**src/rtl/tm_pkg.sv**
```systemverilog
// Package: shared constants and types for the test-under-mask unit.
// Assumes an 8-bit datapath and a 256-byte register file.
package tm_pkg;
    localparam int DW        = 8;
    localparam int AW        = 8;
    localparam int BANK_W    = AW - 4;
    localparam int FLG_C     = 7;
    localparam int FLG_Z     = 6;
    localparam int FLG_S     = 5;
    localparam int FLG_V     = 4;
    localparam logic [3:0] WR_TAG = 4'hE;

    localparam logic [7:0] OP_WW_IND = 8'h73;
    localparam logic [7:0] OP_RR     = 8'h74;
    localparam logic [7:0] OP_RR_IND = 8'h75;
    localparam logic [7:0] OP_R_IMM  = 8'h76;
    localparam logic [7:0] OP_IR_IMM = 8'h77;

    typedef enum logic [2:0] {
        ST_IDLE  = 3'd0,
        ST_SRC_A = 3'd1,
        ST_SRC_I = 3'd2,
        ST_DST_A = 3'd3,
        ST_DST_I = 3'd4,
        ST_EVAL  = 3'd5
    } tm_state_e;

    typedef struct packed {
        logic          legal;
        logic          src_imm;
        logic          src_ind;
        logic          dst_ind;
        logic [AW-1:0] src_ref;
        logic [AW-1:0] dst_ref;
        logic [DW-1:0] imm;
    } tm_dec_t;
endpackage

```
**src/rtl/tm_decode.sv**
```systemverilog
// Module: opcode decoder. Turns an opcode and its operand bytes into
// operand references. A working-register nibble is re-expressed as an
// Ex byte, so one resolver handles both encodings.
// Assumes: purely combinational; validity is judged by the caller.
module tm_decode
    import tm_pkg::*;
(
    input  logic [7:0]    opcode,
    input  logic [DW-1:0] op_b1,
    input  logic [DW-1:0] op_b2,
    output tm_dec_t       dec
);
    // Purpose: map each opcode to its source and destination forms.
    always_comb begin
        dec     = '0;
        dec.imm = op_b2;
        case (opcode)
            OP_WW_IND: begin
                dec.legal   = 1'b1;
                dec.src_ind = 1'b1;
                dec.src_ref = {WR_TAG, op_b1[3:0]};
                dec.dst_ref = {WR_TAG, op_b1[7:4]};
            end
            OP_RR: begin
                dec.legal   = 1'b1;
                dec.src_ref = op_b1;
                dec.dst_ref = op_b2;
            end
            OP_RR_IND: begin
                dec.legal   = 1'b1;
                dec.src_ind = 1'b1;
                dec.src_ref = op_b1;
                dec.dst_ref = op_b2;
            end
            OP_R_IMM: begin
                dec.legal   = 1'b1;
                dec.src_imm = 1'b1;
                dec.dst_ref = op_b1;
            end
            OP_IR_IMM: begin
                dec.legal   = 1'b1;
                dec.src_imm = 1'b1;
                dec.dst_ind = 1'b1;
                dec.dst_ref = op_b1;
            end
            default: dec.legal = 1'b0;
        endcase
    end
endmodule

```
**src/rtl/tm_operand_addr.sv**
```systemverilog
// Module: operand address resolver. A reference byte whose upper nibble
// is the working-register tag selects a register in the current bank;
// any other byte is a direct register-file address.
// Assumes: bank is stable while the address is in use.
module tm_operand_addr
    import tm_pkg::*;
(
    input  logic [BANK_W-1:0] bank,
    input  logic [AW-1:0]     ref_byte,
    output logic [AW-1:0]     addr
);
    // Purpose: substitute the bank nibble for working-register references.
    always_comb begin
        if (ref_byte[AW-1:AW-4] == WR_TAG) addr = {bank, ref_byte[3:0]};
        else                               addr = ref_byte;
    end
endmodule

```
**src/rtl/tm_flag_eval.sv**
```systemverilog
// Module: flag evaluator. ANDs the tested value with the mask and forms
// the new flag byte; an illegal instruction passes the flags through.
// Assumes: inputs are valid in the evaluation cycle only.
module tm_flag_eval
    import tm_pkg::*;
(
    input  logic [DW-1:0] flags_prev,
    input  logic [DW-1:0] mask,
    input  logic [DW-1:0] value,
    input  logic          legal,
    output logic [DW-1:0] flags_next
);
    logic [DW-1:0] masked;

    // Purpose: compute zero/sign from the masked value and clear overflow.
    always_comb begin
        masked     = mask & value;
        flags_next = flags_prev;
        if (legal) begin
            flags_next[FLG_Z] = (masked == '0);
            flags_next[FLG_S] = masked[DW-1];
            flags_next[FLG_V] = 1'b0;
        end
    end
endmodule

```
**src/rtl/tm_exec_unit.sv**
```systemverilog
// Module: test-under-mask execution unit (top). Captures an instruction
// on start, sequences up to three register-file reads (source pointer,
// source, destination pointer/value), then updates the flags and pulses
// done. Never writes the register file.
// Assumes: rf_rdata holds the addressed byte one cycle after rf_re and
// keeps it until the next read.
module tm_exec_unit
    import tm_pkg::*;
(
    input  logic              clk,
    input  logic              rst_n,
    input  logic              start,
    input  logic [7:0]        opcode,
    input  logic [DW-1:0]     op_b1,
    input  logic [DW-1:0]     op_b2,
    input  logic [BANK_W-1:0] wr_bank,
    input  logic [DW-1:0]     flags_in,
    output logic              rf_re,
    output logic [AW-1:0]     rf_addr,
    input  logic [DW-1:0]     rf_rdata,
    output logic              busy,
    output logic              done,
    output logic              illegal,
    output logic [DW-1:0]     flags_out
);
    localparam int N_REF = 2;

    tm_state_e         st_q, st_d;
    tm_dec_t           dec_in, dec_q;
    logic [BANK_W-1:0] bank_q;
    logic [DW-1:0]     flg_q;
    logic [DW-1:0]     mask_q;
    logic [DW-1:0]     flags_q;
    logic [DW-1:0]     flags_nx;
    logic              done_q;
    logic              ill_q;
    logic [N_REF-1:0][AW-1:0] ref_bytes;
    logic [N_REF-1:0][AW-1:0] ref_addrs;

    tm_decode u_decode (
        .opcode (opcode),
        .op_b1  (op_b1),
        .op_b2  (op_b2),
        .dec    (dec_in)
    );

    assign ref_bytes[0] = dec_q.src_ref;
    assign ref_bytes[1] = dec_q.dst_ref;

    for (genvar g = 0; g < N_REF; g++) begin : g_resolve
        tm_operand_addr u_addr (
            .bank     (bank_q),
            .ref_byte (ref_bytes[g]),
            .addr     (ref_addrs[g])
        );
    end

    tm_flag_eval u_flags (
        .flags_prev (flg_q),
        .mask       (mask_q),
        .value      (rf_rdata),
        .legal      (dec_q.legal),
        .flags_next (flags_nx)
    );

    // Purpose: next-state and read-port control of the read sequence.
    always_comb begin
        st_d    = st_q;
        rf_re   = 1'b0;
        rf_addr = ref_addrs[0];
        case (st_q)
            ST_IDLE: begin
                if (start) begin
                    if (!dec_in.legal)      st_d = ST_EVAL;
                    else if (dec_in.src_imm) st_d = ST_DST_A;
                    else                     st_d = ST_SRC_A;
                end
            end
            ST_SRC_A: begin
                rf_re   = 1'b1;
                rf_addr = ref_addrs[0];
                st_d    = dec_q.src_ind ? ST_SRC_I : ST_DST_A;
            end
            ST_SRC_I: begin
                rf_re   = 1'b1;
                rf_addr = rf_rdata;
                st_d    = ST_DST_A;
            end
            ST_DST_A: begin
                rf_re   = 1'b1;
                rf_addr = ref_addrs[1];
                st_d    = dec_q.dst_ind ? ST_DST_I : ST_EVAL;
            end
            ST_DST_I: begin
                rf_re   = 1'b1;
                rf_addr = rf_rdata;
                st_d    = ST_EVAL;
            end
            ST_EVAL:  st_d = ST_IDLE;
            default:  st_d = ST_IDLE;
        endcase
    end

    // Purpose: state register.
    always_ff @(posedge clk) begin
        if (!rst_n) st_q <= ST_IDLE;
        else        st_q <= st_d;
    end

    // Purpose: capture the instruction, latch the mask, publish flags.
    always_ff @(posedge clk) begin
        if (!rst_n) begin
            dec_q   <= '0;
            bank_q  <= '0;
            flg_q   <= '0;
            mask_q  <= '0;
            flags_q <= '0;
            done_q  <= 1'b0;
            ill_q   <= 1'b0;
        end else begin
            done_q <= 1'b0;
            ill_q  <= 1'b0;
            if (st_q == ST_IDLE && start) begin
                dec_q  <= dec_in;
                bank_q <= wr_bank;
                flg_q  <= flags_in;
                mask_q <= dec_in.imm;
            end
            if (st_q == ST_DST_A && !dec_q.src_imm) mask_q <= rf_rdata;
            if (st_q == ST_EVAL) begin
                done_q  <= 1'b1;
                ill_q   <= !dec_q.legal;
                flags_q <= flags_nx;
            end
        end
    end

    assign busy      = (st_q != ST_IDLE);
    assign done      = done_q;
    assign illegal   = ill_q;
    assign flags_out = flags_q;

    AST_DONE_PULSE: assert property (@(posedge clk) disable iff (!rst_n)
        done |=> !done);
    AST_BUSY_IGNORE: assert property (@(posedge clk) disable iff (!rst_n)
        (busy && start) |=> $stable(dec_q));
    AST_V_CLEAR: assert property (@(posedge clk) disable iff (!rst_n)
        (done && !illegal) |-> !flags_out[FLG_V]);
    AST_KEEP_BITS: assert property (@(posedge clk) disable iff (!rst_n)
        done |-> (flags_out[FLG_C] == flg_q[FLG_C] && flags_out[3:0] == flg_q[3:0]));
    AST_SIGN_NOT_ZERO: assert property (@(posedge clk) disable iff (!rst_n)
        (done && !illegal && flags_out[FLG_S]) |-> !flags_out[FLG_Z]);
    AST_ILL_FLAGS: assert property (@(posedge clk) disable iff (!rst_n)
        (done && illegal) |-> (flags_out == flg_q));
    AST_ILL_NO_READ: assert property (@(posedge clk) disable iff (!rst_n)
        (busy && !dec_q.legal) |-> !rf_re);
endmodule

```
**config.mk**
```make
export PLATFORM = sky130hd
export DESIGN_NAME = tm_exec_unit
export DESIGN_NICKNAME = d
export VERILOG_FILES = /design/src/rtl/tm_pkg.sv /design/src/rtl/tm_decode.sv /design/src/rtl/tm_operand_addr.sv /design/src/rtl/tm_flag_eval.sv /design/src/rtl/tm_exec_unit.sv
export SDC_FILE = /design/constraint.sdc
export NUM_CORES = 1
export LEC_CHECK = 0
export ABC_AREA = 1
export ABC_CLOCK_PERIOD_IN_PS = 1100
export BUFFER_PORTS_ARGS = -buffer_cell sky130_fd_sc_hd__buf_2
export CAP_MARGIN = 20
export CORE_MARGIN = 10
export CORE_UTILIZATION = 45
export CTS_CLUSTER_DIAMETER = 60
export DETAILED_ROUTE_END_ITERATION = 6
export HOLD_SLACK_MARGIN = 0.03
export PLACE_DENSITY = 0.72
export SLEW_MARGIN = 20
export SYNTH_ARGS = -nofsm -noshare
export SYNTH_HDL_FRONTEND = slang
export SYNTH_HIERARCHICAL = 1
export SYNTH_SLANG_ARGS = --single-unit
export TNS_END_PERCENT = 5
```
**constraint.sdc**
```tcl
create_clock -name clk -period 1.1 [get_ports clk]
set_input_delay 0 -clock clk [delete_from_list [all_inputs] [get_ports clk]]
set_output_delay 0 -clock clk [all_outputs]
set_load 0.005 [all_outputs]
```
## Word level (Yosys, flattened, before mapping)

Index checks and enable logic that the tools add are counted.

- Bits of input ports: 47
- Logic and storage cells: 62
- Output and inout bits: 20
- Bits in registers: 53

- Reductions and logical operators: 15
- Muxes and demuxes: 20
- Equality and inequality tests: 13
- Bitwise gates (word level): 1

Operator list:

| operator | number |
|---|---|
| == test 8 x 7 -> 1 bit (second input constant) | 5 |
| two-way mux 8 bit | 4 |
| case mux 8 bit (2 select lines) | 2 |
| case mux 8 bit (3 select lines) | 1 |
| case mux 3 bit (5 select lines) | 1 |
| two-way mux 3 bit | 3 |
| AND 8 bit | 1 |
| == test 4 bit (second input constant) | 2 |
| zero test 8 bit | 1 |
| two-way mux 1 bit | 8 |
| OR reduction 2 bit | 4 |
| == test 3 x 2 -> 1 bit (second input constant) | 2 |
| == test 3 bit (second input constant) | 2 |
| OR reduction 5 bit | 1 |
| OR reduction 4 bit | 1 |
| == test 3 x 1 -> 1 bit (second input constant) | 1 |
| zero test 3 bit | 1 |
| nonzero test 3 bit | 1 |
| logical AND 1 bit | 2 |
| zero test 1 bit | 2 |
| two-way mux 2 bit | 1 |
| inequality test 2 bit (second input constant) | 1 |
| AND reduction 2 bit | 1 |
| nonzero test 2 bit | 1 |

## Longest topological paths before layout

- Depth after elaboration: 7
- Depth in mapped cells: 10
- Mapped depth without buffers: 9

## Cells and area by module

The synthesis kept the hierarchy.

Modules (own cells, without submodules):

| module | instances | cells each | area each (µm²) |
|---|---|---|---|
| tm_exec_unit | 1 | 325 | 2337.2 |
| tm_decode | 1 | 72 | 417.9 |
| tm_operand_addr | 2 | 22 | 108.9 |
| tm_flag_eval | 1 | 27 | 122.6 |

## Least setup slack after synthesis

Ideal clock, no wire load.

- Path type: reg2reg
- Start: register st_q[0]
- End: register dec_q[27] (netlist bit)
- Setup time: 132 ps
- Data required time: 968 ps
- Stages on the path, launching flop included: 7
- Clock period less this slack: 1131 ps
- Data arrival time: 998 ps
- Setup slack: -31 ps
- Cell sequence: dfxtp_1 -> nor2_4 -> nand3_2 -> buf_6 -> buf_6 -> nand2_1 -> a21oi_1

- Word-level cells in the longest chain between the ends: 2

RTL lines:

| element | line | source |
|---|---|---|
| start: declaration | tm_exec_unit.sv:28 | `tm_state_e st_q, st_d;` |
| start signal: assignment | tm_exec_unit.sv:107 | `else st_q <= st_d;` |
| zero test 3 bit | tm_exec_unit.sv:123 | `if (st_q == ST_IDLE && start) begin` |
| logical AND 1 bit | tm_exec_unit.sv:123 |  |
| end signal: assignment | tm_exec_unit.sv:124 | `dec_q <= dec_in;` |
| end: declaration | tm_exec_unit.sv:29 | `tm_dec_t dec_in, dec_q;` |

No other way between the ends.
A chain may end at the register's enable or synchronous reset.

## Worst setup path after layout

- Start: register st_q[0]
- End: output rf_addr[5]

- Word-level cells in the longest chain between the ends: 3

RTL lines:

| element | line | source |
|---|---|---|
| == test 3 bit or == test 3 x 2 -> 1 bit (tied branches) | tm_exec_unit.sv:71 | `case (st_q)` |
| OR reduction 2 bit (no source line) | - |  |
| case mux 8 bit (2 select lines) * | tm_exec_unit.sv:71 |  |
| end: declaration | tm_exec_unit.sv:19 | `output logic [AW-1:0] rf_addr,` |

Every way passes the cells marked *; elsewhere a longest branch is shown, timed or not.

==> flow_metrics.tcl <==
set metrics [dict create \
    run_status "finished with violations" \
    violations "setup timing" \
    ios 67 \
    floorplan.die_area_mm2 0.0106 \
    worst-slew-pin-transition_ps 320 \
    synth_area_leader_cell "sky130_fd_sc_hd__dfxtp_1" \
    power.ir.vdd_worst_uv 1250 \
    yosys.cell_count.top_type "sky130_fd_sc_hd__nand2_1" \
    clock_skew_ps 6.00 \
    comb_power_share_pct 47.9 \
    grt_max_degree 24 \
    p_sw_mw 2.88 \
    crit_path_max_fanout 8 \
    rsz0062_at_grt "yes" \
    synth_top_flop_cell "sky130_fd_sc_hd__dfxtp_1" \
    die_y_um 103 \
    antenna-diode-count 0 \
    wl_per_cell_um 14.6 \
    number_of_core_rows 30 \
    routed_via_density 5.10 \
    timing.setup.critical_path_class "reg -> out" \
    path_class_of_the_lowest_slack_min_delay_path "in -> reg" \
    numCtsBuffers 5 \
    async_reset_ff_share_pct 0 \
    timing.critical_path.from_type "flop" \
    min_period_ps 1480 \
    crit_path_end_kind "primary output" \
    clock.fmax_mhz 678 \
    synth_largest_type_area_fraction_pct 34.3 \
    crit_path_end "rf_addr[5]" \
    power.static_leakage_nw 1.79 \
    track_usage_pct 17.5 \
    postSynthRegisterBits 53 \
    cp_data_required_time_ps 1100 \
    number_of_enable_flip_flop_cells_after_synthesis 0 \
    share_of_layout_cells_above_drive_strength_1_pct 28.9 \
    timing_hold_violations_final 0 \
    remaining_drc_errors 0 \
    power.clock.fraction_pct 16.4 \
    synth_common_cells "109 x sky130_fd_sc_hd__nand2_1, 81 x sky130_fd_sc_hd__nand3_1, 53 x sky130_fd_sc_hd__dfxtp_1" \
    start_util_pct 45.8 \
    wire_length_of_the_first_global_routing_pass_um 14900 \
    power.share.switching_pct 40.3 \
    power_density_mw_per_mm2 1800 \
    maxCapViolations 0 \
    clock_tree.root_cell "sky130_fd_sc_hd__clkbuf_8" \
    register_area_share_after_synthesis_pct 34.3 \
    routed-via-count 3220 \
    io_buffer_count 66 \
    clk-insertion-delay-late_ps 310 \
    layout_worst_path_cycle_share_pct 134 \
    r2r-end "mask_q[5]" \
    seq_power_share_pct 35.7 \
    worstSetupStartpoint "st_q[0]" \
    reg2reg_setup_slack_ps -260 \
    dp_hpwl_um 6810 \
    whs_ps 38.7 \
    setup-violations-final 53 \
    total_number_of_nets_in_the_final_design 597 \
    route.antenna.remaining_nets 0 \
    antenna_found_initial 0 \
    setup_slack_ps -376 \
    cts-root-to-sink-buffers 2 \
    synthToLayoutAreaGrowth_pct 28.3 \
    route.final.wire_length_um 9200 \
    grt_overflow_total 0 \
    post-place-cells 596 \
    slew_margin_rel_pct 78.5 \
    h-tree-depth 2 \
    detail_route.iter0.violations 242 \
    synthCells 468 \
    syn_area_mm2 0.00310 \
    timing.reg2reg.worst_path_depth 8 \
    synth_warnings 6 \
    intPower_mw 4.26 \
    path_clk_slew_ps 100 \
    cts_tree "yes" \
    floorplan.core_area_mm2 0.00676 \
    crit-reg2reg-launch "st_q[0]" \
    syn_nets 515 \
    drv_slew 0 \
    synth.lib_cells_used.distinct 25 \
    stdcell_count 631 \
    first_global_vias 3117 \
    syn_area_per_cell_um2 6.61 \
    drt_first_pass_iters 5 \
    dieWidth_um 103 \
    synth_top_cells_by_area "sky130_fd_sc_hd__dfxtp_1 34%, sky130_fd_sc_hd__nand2_1 13%, sky130_fd_sc_hd__nand3_1 13%, sky130_fd_sc_hd__a21oi_1 6.8%, sky130_fd_sc_hd__buf_4 5.8%" \
    cp.arrival_ps 1480 \
    clkSinkCount 53 \
    gpl.final_weighted_congestion 0.936 \
]
-- cells by family after synthesis --
kind of cell	share of synthesized area [%]
AO/OA/AOI/OAI	11.3
flip-flops	34.3
AND/OR/NAND/NOR	38.0
buffers and inverters	16.5
-- layout make-up --
class | instances | area (um2)
Fill cell | 633 | 2790
Multi-Input combinational cell | 320 | 1640
Sequential cell | 53 | 1070
Timing Repair Buffer | 118 | 860
Inverter | 52 | 200
Tap cell | 80 | 100
Clock buffer | 5 | 68.8
Clock inverter | 3 | 26.3
-- repair_timing --
item                                   in CTS  in global routing
setup buffers                               5                  0
pin swaps                                   6                  1
gates resized for setup                    23                 27
gates cloned                                1                  0
endpoints found under the hold margin      21                  0
setup endpoints to repair                  55                 60
hold buffers                               21                  0
-- per-stage QoR --
step	worst slack (ps)	util, %	setup TNS (ps)	cell area, um2	power (mW)
2_1_floorplan	7.80	-	0	3100	4.49
3_3_place_gp	-86.9	51.2	-2320	3460	5.40
3_5_place_dp	-161	51.2	-4430	3460	5.46
4_1_cts	-337	57.6	-8590	3890	6.97
5_1_grt	-431	58.8	-13690	3970	7.61
6_report	-376	58.8	-9790	3970	7.14
-- state kept, by name, summed over array words and instances, names as in the netlist --
name,cells
bank_q,4
dec_q,20
done,1
flags_out,8
flg_q,8
illegal,1
mask_q,8
st_q,3
-- how the worst min path moves through the flow --
stage               slack [ps]  depth (start not counted)   startpoint          to
global route                60                          3        start    flg_q[5]
global placement           270                          3     op_b2[2]   mask_q[2]
CTS                         40                          3        start    flg_q[1]
detailed placement         280                          3  flags_in[2]    flg_q[2]
finish                      40                          3        start    flg_q[1]
floorplan                  110                          2  rf_rdata[0]  rf_addr[0]
-- metal layers --
layer	track usage (%)	up-vias	share of wire (%)	wire length, um
met5	0	-	0	0
met4	4.06	0	0.88	81
met3	3.42	9	7.0	648
met2	29.6	101	50	4580
met1	22.2	1477	42	3890
li1	-	1633	-	-
-- layout by cell type, fill, tap and decap left out, types with 3 or more instances in the layout --
| cell type | count |
|---|---|
| sky130_fd_sc_hd__a21boi_2 | 4 |
| sky130_fd_sc_hd__a21oi_1 | 27 |
| sky130_fd_sc_hd__a21oi_2 | 16 |
| sky130_fd_sc_hd__buf_12 | 4 |
| sky130_fd_sc_hd__buf_2 | 65 |
| sky130_fd_sc_hd__buf_4 | 20 |
| sky130_fd_sc_hd__buf_6 | 7 |
| sky130_fd_sc_hd__clkbuf_8 | 5 |
| sky130_fd_sc_hd__dfxtp_1 | 49 |
| sky130_fd_sc_hd__dfxtp_4 | 3 |
| sky130_fd_sc_hd__dlygate4sd3_1 | 21 |
| sky130_fd_sc_hd__inv_1 | 48 |
| sky130_fd_sc_hd__nand2_1 | 105 |
| sky130_fd_sc_hd__nand2_2 | 10 |
| sky130_fd_sc_hd__nand2_4 | 3 |
| sky130_fd_sc_hd__nand3_1 | 75 |
| sky130_fd_sc_hd__nand3_2 | 7 |
| sky130_fd_sc_hd__nand3b_1 | 8 |
| sky130_fd_sc_hd__nor2_1 | 39 |
| sky130_fd_sc_hd__nor2_4 | 7 |
| sky130_fd_sc_hd__o21ai_0 | 5 |
| sky130_fd_sc_hd__o21ai_1 | 9 |
-- worst max-delay path, cell delays in order, from the launching register on --
cell,delay (ps)
sky130_fd_sc_hd__dfxtp_4,400
sky130_fd_sc_hd__nor2_4,110
sky130_fd_sc_hd__nand2_1,100
sky130_fd_sc_hd__nand2_4,110
sky130_fd_sc_hd__buf_6,140
sky130_fd_sc_hd__nand2_1,100
sky130_fd_sc_hd__nand3_2,100
sky130_fd_sc_hd__buf_2,110
-- power groups by stage --
stage	Sequential, mW	Combinational [mW]	Clock [mW]
floorplan	2.50	1.99	0
global placement	2.53	2.87	0
detailed placement	2.54	2.91	0
CTS	2.52	3.26	1.18
global route	2.59	3.77	1.24
finish	2.55	3.42	1.17
Note: power is estimated with default switching activity, not from simulation.
